<file path="src/rtl/disp_search_pkg.sv">
package disp_search_pkg;

  typedef enum logic [1:0] {
    ST_IDLE   = 2'd0,
    ST_SEARCH = 2'd1,
    ST_RESID  = 2'd2
  } ds_state_e;

endpackage

</file>
<file path="src/rtl/ds_addr_gen.sv">
module ds_addr_gen #(
  parameter int BLK     = 8,
  parameter int NUM_OFF = 16,
  localparam int IDX_W  = (BLK > 1) ? $clog2(BLK) : 1,
  localparam int OFF_W  = (NUM_OFF > 1) ? $clog2(NUM_OFF) : 1,
  localparam int REF_W  = BLK + NUM_OFF - 1,
  localparam int PIX_AW = $clog2(BLK * BLK),
  localparam int REF_AW = $clog2(BLK * REF_W)
) (
  input  logic              clk,
  input  logic              rst,
  input  logic              go_search,
  input  logic              go_resid,
  input  logic [OFF_W-1:0]  best_off,
  output logic [PIX_AW-1:0] cur_addr,
  output logic [REF_AW-1:0] ref_addr,
  output logic              iss_vld,
  output logic              iss_resid,
  output logic              iss_last_pix,
  output logic              iss_last_all
);

  logic [IDX_W-1:0] row_q, col_q;
  logic [OFF_W-1:0] off_q;
  logic             active_q, resid_q;

  assign iss_last_pix = (row_q == IDX_W'(BLK - 1)) && (col_q == IDX_W'(BLK - 1));
  assign iss_last_all = iss_last_pix && (resid_q || (off_q == OFF_W'(NUM_OFF - 1)));
  assign iss_vld      = active_q;
  assign iss_resid    = resid_q;

  assign cur_addr = PIX_AW'(row_q) * PIX_AW'(BLK) + PIX_AW'(col_q);
  assign ref_addr = REF_AW'(row_q) * REF_AW'(REF_W) + REF_AW'(col_q) + REF_AW'(off_q);

  always_ff @(posedge clk) begin
    if (rst) begin
      row_q    <= '0;
      col_q    <= '0;
      off_q    <= '0;
      active_q <= 1'b0;
      resid_q  <= 1'b0;
    end else if (go_search) begin
      row_q    <= '0;
      col_q    <= '0;
      off_q    <= '0;
      active_q <= 1'b1;
      resid_q  <= 1'b0;
    end else if (go_resid) begin
      row_q    <= '0;
      col_q    <= '0;
      off_q    <= best_off;
      active_q <= 1'b1;
      resid_q  <= 1'b1;
    end else if (active_q) begin
      if (col_q == IDX_W'(BLK - 1)) begin
        col_q <= '0;
        if (row_q == IDX_W'(BLK - 1)) begin
          row_q <= '0;
          if (iss_last_all) active_q <= 1'b0;
          else              off_q    <= off_q + 1'b1;
        end else begin
          row_q <= row_q + 1'b1;
        end
      end else begin
        col_q <= col_q + 1'b1;
      end
    end
  end

endmodule

</file>
<file path="src/rtl/ds_sad_acc.sv">
module ds_sad_acc #(
  parameter int PIX_W = 8,
  parameter int NPIX  = 64,
  localparam int SAD_W = $clog2(NPIX * ((1 << PIX_W) - 1) + 1)
) (
  input  logic             clk,
  input  logic             rst,
  input  logic             in_vld,
  input  logic             in_last_pix,
  input  logic             in_last_all,
  input  logic [PIX_W-1:0] cur_px,
  input  logic [PIX_W-1:0] ref_px,
  output logic             cand_vld,
  output logic             cand_last,
  output logic [SAD_W-1:0] cand_sad
);

  logic [SAD_W-1:0] acc_q;
  logic [PIX_W-1:0] absd;

  always_comb begin
    if (cur_px >= ref_px) absd = cur_px - ref_px;
    else                  absd = ref_px - cur_px;
  end

  always_ff @(posedge clk) begin
    if (rst) begin
      acc_q     <= '0;
      cand_vld  <= 1'b0;
      cand_last <= 1'b0;
      cand_sad  <= '0;
    end else begin
      cand_vld  <= 1'b0;
      cand_last <= 1'b0;
      if (in_vld) begin
        if (in_last_pix) begin
          acc_q     <= '0;
          cand_sad  <= acc_q + SAD_W'(absd);
          cand_vld  <= 1'b1;
          cand_last <= in_last_all;
        end else begin
          acc_q <= acc_q + SAD_W'(absd);
        end
      end
    end
  end

endmodule

</file>
<file path="src/rtl/ds_min_cmp.sv">
module ds_min_cmp #(
  parameter int SAD_W = 14,
  parameter int OFF_W = 4
) (
  input  logic             clk,
  input  logic             rst,
  input  logic             clear,
  input  logic             cand_vld,
  input  logic             cand_last,
  input  logic [SAD_W-1:0] cand_sad,
  output logic [SAD_W-1:0] best_sad,
  output logic [OFF_W-1:0] best_off,
  output logic             fin
);

  logic             seen_q;
  logic [OFF_W-1:0] cand_off_q;

  always_ff @(posedge clk) begin
    if (rst) begin
      seen_q     <= 1'b0;
      cand_off_q <= '0;
      best_sad   <= '0;
      best_off   <= '0;
      fin        <= 1'b0;
    end else begin
      fin <= cand_vld && cand_last;
      if (clear) begin
        seen_q     <= 1'b0;
        cand_off_q <= '0;
      end else if (cand_vld) begin
        cand_off_q <= cand_off_q + 1'b1;
        seen_q     <= 1'b1;
        if (!seen_q || (cand_sad < best_sad)) begin
          best_sad <= cand_sad;
          best_off <= cand_off_q;
        end
      end
    end
  end

endmodule

</file>
<file path="src/rtl/disp_search.sv">
module disp_search
  import disp_search_pkg::*;
#(
  parameter int PIX_W   = 8,
  parameter int BLK     = 8,
  parameter int NUM_OFF = 16,
  localparam int NPIX   = BLK * BLK,
  localparam int OFF_W  = (NUM_OFF > 1) ? $clog2(NUM_OFF) : 1,
  localparam int SAD_W  = $clog2(NPIX * ((1 << PIX_W) - 1) + 1),
  localparam int REF_W  = BLK + NUM_OFF - 1,
  localparam int PIX_AW = $clog2(NPIX),
  localparam int REF_AW = $clog2(BLK * REF_W)
) (
  input  logic                    clk,
  input  logic                    rst,
  input  logic                    start,
  output logic                    busy,
  output logic                    done,
  output logic [PIX_AW-1:0]       cur_addr,
  input  logic [PIX_W-1:0]        cur_data,
  output logic [REF_AW-1:0]       ref_addr,
  input  logic [PIX_W-1:0]        ref_data,
  output logic [OFF_W-1:0]        vec,
  output logic [SAD_W-1:0]        min_sad,
  output logic                    res_valid,
  output logic signed [PIX_W:0]   res_data
);

  ds_state_e state_q;

  logic go_search, go_resid;
  logic iss_vld, iss_resid, iss_last_pix, iss_last_all;
  logic s1_vld, s1_resid, s1_last_pix, s1_last_all;
  logic cand_vld, cand_last, cmp_fin;
  logic [SAD_W-1:0] cand_sad;
  logic res_last;

  assign go_search = (state_q == ST_IDLE) && start;
  assign go_resid  = (state_q == ST_SEARCH) && cmp_fin;
  assign busy      = (state_q != ST_IDLE);

  ds_addr_gen #(.BLK(BLK), .NUM_OFF(NUM_OFF)) i_addr (
    .clk          (clk),
    .rst          (rst),
    .go_search    (go_search),
    .go_resid     (go_resid),
    .best_off     (vec),
    .cur_addr     (cur_addr),
    .ref_addr     (ref_addr),
    .iss_vld      (iss_vld),
    .iss_resid    (iss_resid),
    .iss_last_pix (iss_last_pix),
    .iss_last_all (iss_last_all)
  );

  // tags travel alongside the one-cycle buffer read
  always_ff @(posedge clk) begin
    if (rst) begin
      s1_vld      <= 1'b0;
      s1_resid    <= 1'b0;
      s1_last_pix <= 1'b0;
      s1_last_all <= 1'b0;
    end else begin
      s1_vld      <= iss_vld;
      s1_resid    <= iss_resid;
      s1_last_pix <= iss_last_pix;
      s1_last_all <= iss_last_all;
    end
  end

  ds_sad_acc #(.PIX_W(PIX_W), .NPIX(NPIX)) i_sad (
    .clk         (clk),
    .rst         (rst),
    .in_vld      (s1_vld && !s1_resid),
    .in_last_pix (s1_last_pix),
    .in_last_all (s1_last_all),
    .cur_px      (cur_data),
    .ref_px      (ref_data),
    .cand_vld    (cand_vld),
    .cand_last   (cand_last),
    .cand_sad    (cand_sad)
  );

  ds_min_cmp #(.SAD_W(SAD_W), .OFF_W(OFF_W)) i_cmp (
    .clk       (clk),
    .rst       (rst),
    .clear     (go_search),
    .cand_vld  (cand_vld),
    .cand_last (cand_last),
    .cand_sad  (cand_sad),
    .best_sad  (min_sad),
    .best_off  (vec),
    .fin       (cmp_fin)
  );

  always_ff @(posedge clk) begin
    if (rst) begin
      res_valid <= 1'b0;
      res_data  <= '0;
      res_last  <= 1'b0;
    end else begin
      res_valid <= s1_vld && s1_resid;
      res_last  <= s1_vld && s1_resid && s1_last_all;
      if (s1_vld && s1_resid)
        res_data <= $signed({1'b0, cur_data}) - $signed({1'b0, ref_data});
    end
  end

  always_ff @(posedge clk) begin
    if (rst) begin
      state_q <= ST_IDLE;
      done    <= 1'b0;
    end else begin
      done <= 1'b0;
      case (state_q)
        ST_IDLE:   if (start) state_q <= ST_SEARCH;
        ST_SEARCH: if (cmp_fin) state_q <= ST_RESID;
        ST_RESID: begin
          if (res_last) begin
            state_q <= ST_IDLE;
            done    <= 1'b1;
          end
        end
        default:   state_q <= ST_IDLE;
      endcase
    end
  end

endmodule

</file>
<file path="config.mk">
export PLATFORM = sky130hd
export DESIGN_NAME = disp_search
export DESIGN_NICKNAME = d
export VERILOG_FILES = /design/src/rtl/disp_search_pkg.sv /design/src/rtl/ds_addr_gen.sv /design/src/rtl/ds_sad_acc.sv /design/src/rtl/ds_min_cmp.sv /design/src/rtl/disp_search.sv
export SDC_FILE = /design/constraint.sdc
export NUM_CORES = 1
export LEC_CHECK = 0
export BUFFER_PORTS_ARGS = -buffer_cell sky130_fd_sc_hd__buf_2
export CAP_MARGIN = 20
export CORE_ASPECT_RATIO = 0.8
export CORE_UTILIZATION = 53
export CTS_CLUSTER_DIAMETER = 150
export DETAILED_ROUTE_END_ITERATION = 16
export PLACE_DENSITY = 0.75
export SYNTH_ARGS = -nofsm -noshare
export SYNTH_HDL_FRONTEND = slang
export SYNTH_SLANG_ARGS = --single-unit
</file>
<file path="constraint.sdc">
create_clock -name clk -period 5.05 [get_ports clk]
set_input_delay 1.515 -clock clk [delete_from_list [all_inputs] [get_ports clk]]
set_output_delay 1.515 -clock clk [all_outputs]
set_load 0.01 [all_outputs]
</file>
Word level (Yosys, flattened, before mapping). Index checks and enable logic that the tools add are counted.

Add/sub/neg operators: 11. Multipliers: 1. $lt $le $gt $ge: 2. Equality and inequality tests: 9. Mux-type cells: 21. Bitwise logic cells: 4. Reduce and logical (&&, ||, !) cells: 27.

Operators by type and width (number): 4-bit two-way mux (5); 8-bit subtractor (2); 14-bit by 8-bit adder with 14-bit output (1); 14-bit less-than comparator (1); 14-bit two-way mux (1); 8-bit by 8-bit subtractor with 9-bit output (1); 4-bit by 1-bit adder with 4-bit output, second input constant (2); 8-bit by 3-bit adder with 8-bit output (1); 8-bit by 4-bit adder with 8-bit output (1); 8-bit greater-or-equal comparator (1); 1-bit logical AND (8); 3-bit by 5-bit multiplier with 8-bit output, second input constant (1); 1-bit two-way mux (8); 8-bit two-way mux (1); 2-bit nonzero test (4); 3-bit by 1-bit adder with 3-bit output, second input constant (2); 6-bit by 3-bit adder with 6-bit output (1); 3-bit equality test, second input constant (2); 2-bit two-way mux (3); 3-bit two-way mux (2); 2-bit != test, second input constant (3); 2-bit case mux with 3 select lines (1); 3-bit AND reduction (2); 2-bit OR reduction (3); 11 further kinds (18).

Register bits: 84. Output and inout port bits: 44. Word-level logic and storage cells: 98.

Longest topological paths before layout.
Word-level depth: 9. Gate-level depth with buffers: 17. Gate-level depth less buffers: 17.

Cells and area by module. A second synthesis with hierarchy kept.

Cells, all modules: 667. Area, all modules: 5825.6 um^2.

By module, submodules not included: ds_sad_acc (times used 1, cells an instance 274, area an instance 2228.4 um^2, sequential area each 600.6 um^2); ds_min_cmp (times used 1, cells an instance 146, area an instance 1378.8 um^2, sequential area each 480.5 um^2); ds_addr_gen (times used 1, cells an instance 132, area an instance 1187.4 um^2, sequential area each 240.2 um^2); disp_search (times used 1, cells an instance 115, area an instance 1031.0 um^2, sequential area each 360.3 um^2).

Worst setup path after synthesis. Ideal clock, no wire load.

Path type: input to register. Start point: input cur_data[0]. End point: register i_sad.acc_q[10]. Arrival time: 4934 ps. Required time: 4928 ps. Setup slack: -6 ps. Cell stages on the path: 17. Buffers on the path: 0. Path through: inv_1 ha_1 inv_1 fa_1 a211oi_2 nor2_1 o31a_4 a21boi_4 mux2i_1 xnor2_1 ha_1 nor2b_1 o31a_1 o221a_2 o211ai_2 nor4_1 a311o_1.

Cells in the longest elaborated chain, start to end: 4.

Ends and longest elaborated chain: from (decl) (RTL line disp_search.sv:20) `input logic [PIX_W-1:0] cur_data,`; 8-bit subtractor, or another cell as far along (RTL line ds_sad_acc.sv:23) `else absd = ref_px - cur_px;`; 8-bit two-way mux * (RTL line ds_sad_acc.sv:22) `if (cur_px >= ref_px) absd = cur_px - ref_px;`; 14-bit by 8-bit adder with 14-bit output * (RTL line ds_sad_acc.sv:42) `acc_q <= acc_q + SAD_W'(absd);`; 14-bit two-way mux * (RTL line ds_sad_acc.sv:36) `if (in_last_pix) begin`; to (signal assigned) (RTL line ds_sad_acc.sv:42); to (decl) (RTL line ds_sad_acc.sv:18) `logic [SAD_W-1:0] acc_q;`.

Mark *: on every way between the ends. The rest lies on a longest branch, timed or not. A chain may end at the register's enable or synchronous reset.

Worst setup path after layout.
Start point: register i_addr.row_q[1]. End point: output ref_addr[6].

Cells in the longest elaborated chain, start to end: 3.

Ends and longest elaborated chain: from (decl) (RTL line ds_addr_gen.sv:23) `logic [IDX_W-1:0] row_q, col_q;`; from (signal assigned) (RTL line ds_addr_gen.sv:62) `row_q <= row_q + 1'b1;`; 3-bit by 5-bit multiplier with 8-bit output (RTL line ds_addr_gen.sv:33) `assign ref_addr = REF_AW'(row_q) * REF_AW'(REF_W) + REF_AW'(col_q) + REF_AW'(off_q);`; 8-bit by 3-bit adder with 8-bit output (RTL line ds_addr_gen.sv:33); 8-bit by 4-bit adder with 8-bit output (RTL line ds_addr_gen.sv:33); to (decl) (RTL line disp_search.sv:21) `output logic [REF_AW-1:0] ref_addr,`.

No other way between the ends.

==> impl_metrics.csv <==
group,metric,value,unit
global_routing,grt_pass1_wl,19.2,mm
die,rows,31,
setup_path,required,3540,ps
setup_path,critical_path_class,"flop to primary output",
worst_hold_path,hold_class,"flop to flop",
route,dr_total_vias,4440,
sta,timing.final.crit_share,0.989,
yosys,ys_seq_area_frac,0.324,
power,leakage,2.82,nW
cts,numCtsBuffers,9,
yosys,post_synth_mux_area_share,0.0511,
sta,max_slew_margin,0.486,
die,coreArea,9270,um^2
outcome,outcome,"completed",
cts,h-tree-depth,3,
yosys,async_reset_ff_frac,0,
cts,clock_tree.root_cell,"clkbuf_16",
yosys,synth_top_area_share,0.324,
die,die_area,10200,um^2
sta,fin_crit,5000,ps
die,start_util,0.559,
cts,clock_latency,340,ps
cts,cts_tree,"built",
yosys,yosys_warnings,0,
yosys,syn-cell-area,5190,um^2
sta,hold_viol,0,
final_layout,drive_gt1_frac,0.213,
final_layout,final_common_cell,"dfxtp_1",
placed_design,io_buffers,62,
power,power_density,262,nW/um^2
cts,clk_pin_slew,70,ps
route,ant_nets,0,
global_routing,grt_pass1_vias,4122,
yosys,synth_compound_area_frac,0.177,
placed_design,dp.final_hpwl,8.59,mm
final_layout,antenna-diode-count,0,
setup_path,worstSetupEndpointType,"primary output",
sta,fmax,0.200,GHz
cts,clock_sinks,84,
sta,slew_viol_final,0,
final_layout,final_cell_mix,"dfxtp_1 (82), nor2_1 (74), buf_2 (62)",
die,dieHeight,90.5,um
setup_path,start_kind,"flop",
sta,setup_violations,0,
global_routing,grt-ovfl-total,0,
route,drc,0,
yosys,synth-edff-count,0,
route,routed_wl,11.7,mm
global_routing,antenna_found_initial,0,
yosys,synth_xor_area_frac,0.0490,
route,first_iter_violations,234,
final_layout,fin_cells,805,
yosys,synth_area_leaders,"dfxtp_1 (32%), ha_1 (14%), nor2_1 (5.4%)",
setup_path,path_max_fanout,6,
yosys,ys.flop_type,"dfxtp_1",
global_routing,grt_max_degree,66,
yosys,synthSimpleGateAreaFrac,0.156,
yosys,synth_top_family_by_area,"compound AO/OA/AOI/OAI gates",
sta,hold_ws,453,ps
power,vdd_drop_max,0.159,mV
yosys,synth_fa_ha_area_frac,0.177,
final_layout,finish.utilization,0.671,
placed_design,place_inst,779,
sta,rsz0062_at_grt,"yes",
yosys,synth_cell_types,60,
global_routing,grtUsageTotal,0.232,
route,vias_per_cell,5.52,
yosys,synthCells,601,
placed_design,place_congestion,0.921,
route,wl_per_cell,14.5,um
setup_path,crit_arrival,3480,ps
yosys,synth_nets,688,
yosys,syn_avg_cell_area,8.63,um^2
yosys,synth_top_area_cell,"dfxtp_1",
yosys,ys_seq_elements,84,
final_layout,fin_nets,772,
sta,worstMarginPinSlew,772,ps
cts,clockBufferDepth,2,
flow_run,maxCapViolCount,0,
die,fp.dieW,113,um
final_layout,synthToLayoutAreaGrowth,19.9,%
sta,fin_skew,6.96,ps
route,first_pass_iters,5,
die,boundaryPins,63,
cells in the mapped netlist, drive strengths merged (3+ instances only):
cell type,count
dfxtp,84
and3,3
a211oi,17
nor2b,5
nor2,75
nand4,6
nor3,8
nand2,43
and4,4
nand3b,6
xor2,9
nor4,3
inv,61
o21bai,5
or3,4
a21boi,3
mux2i,25
buf,6
a31oi,4
a21o,14
nand2b,4
fa,9
a22oi,6
ha,59
clkbuf,17
o21ai,15
a21oi,46
o211ai,6
o21a,6
xnor2,20
nand3,6
layer usage:
| metal | vias to the layer above | wire, um | GRT usage |
|---|---|---|---|
| li1 | 2239 | - | - |
| met1 | 2098 | 5630 | 0.310 |
| met2 | 87 | 5440 | 0.366 |
| met3 | 16 | 411 | 0.0544 |
| met4 | 0 | 190 | 0.0833 |
| met5 | - | 0 | 0 |
layout make-up:
| class | count | area, um^2 |
|---|---|---|
| Multi-Input combinational cell | 432 | 3290 |
| Inverter | 62 | 233 |
| Fill cell | 742 | 3050 |
| Clock buffer | 10 | 239 |
| Sequential cell | 84 | 1690 |
| Timing Repair Buffer | 96 | 569 |
| Tap cell | 115 | 144 |
| Clock inverter | 6 | 53.8 |
power breakdown:
part / leakage [nW] / switching [mW] / total (mW) / internal, mW
Sequential: 0.679 / 0.00765 / 0.677 / 0.670
Clock: 0.142 / 0.293 / 0.649 / 0.356
Combinational: 2.00 / 0.168 / 0.306 / 0.138
Total: 2.82 / 0.468 / 1.63 / 1.16
critical path: stages (launching register included):
cell	delay (ps)
dfxtp_4	370
fa_1	550
inv_2	40
fa_1	480
fa_2	590
inv_2	50
ha_4	200
a21o_1	160
a21oi_2	160
o21bai_1	100
a21oi_2	150
xnor2_1	130
buf_2	150
registers in the layout, summed over array words and instances, names as in the netlist:
signal / cells
i_cmp.fin: 1
s1_last_pix: 1
i_addr.iss_resid: 1
state_q: 2
i_cmp.seen_q: 1
i_cmp.cand_off_q: 4
s1_resid: 1
res_last: 1
res_valid: 1
i_addr.iss_vld: 1
i_addr.off_q: 4
i_sad.cand_sad: 14
done: 1
s1_last_all: 1
i_addr.row_q: 3
i_cmp.best_sad: 14
i_cmp.best_off: 4
i_sad.acc_q: 14
i_sad.cand_last: 1
i_sad.cand_vld: 1
s1_vld: 1
res_data: 9
i_addr.col_q: 3
logic make-up (layout without fill, tap and decap cells):
logic type	count (synthesis)	in the layout
buf+inv	85	174
mux	26	26
xor+xnor	29	29
fa+ha+maj	68	68
compound gates	135	135
flops	84	84
simple gates	174	174
worst paths after layout:
| path | from | end | slack (ps) | cells past startpoint |
|---|---|---|---|---|
| setup / recovery | i_addr.row_q[1] | ref_addr[6] | 50 | 12 |
| hold / removal | res_data[5] | res_data[5] | 450 | 2 |
| setup reg to reg | i_cmp.best_sad[11] | i_cmp.best_sad[5] | 2530 | 9 |
| hold reg to reg | res_data[5] | res_data[5] | 450 | 2 |
metrics by stage:
stage / power (mW) / TNS, ps / cell area (um^2) / setup WS, ps
final: 1.63 / 0 / 6220 / 53.3
after global routing: 1.70 / -180 / 6220 / -95.1
after CTS: 1.62 / 0 / 6040 / 10.5
after detailed placement: 0.981 / -2110 / 5730 / -279
after global placement: 0.972 / -215 / 5730 / -95.6
after floorplan: 0.889 / 0 / 5190 / 11.3
repair_timing:
action,4_1_cts,5_1_grt
setup endpoints to repair,2,8
pin swaps,3,23
resized for setup,5,23
hold buffers,0,0
setup buffers,1,7
(Power assumes the default switching activity.)
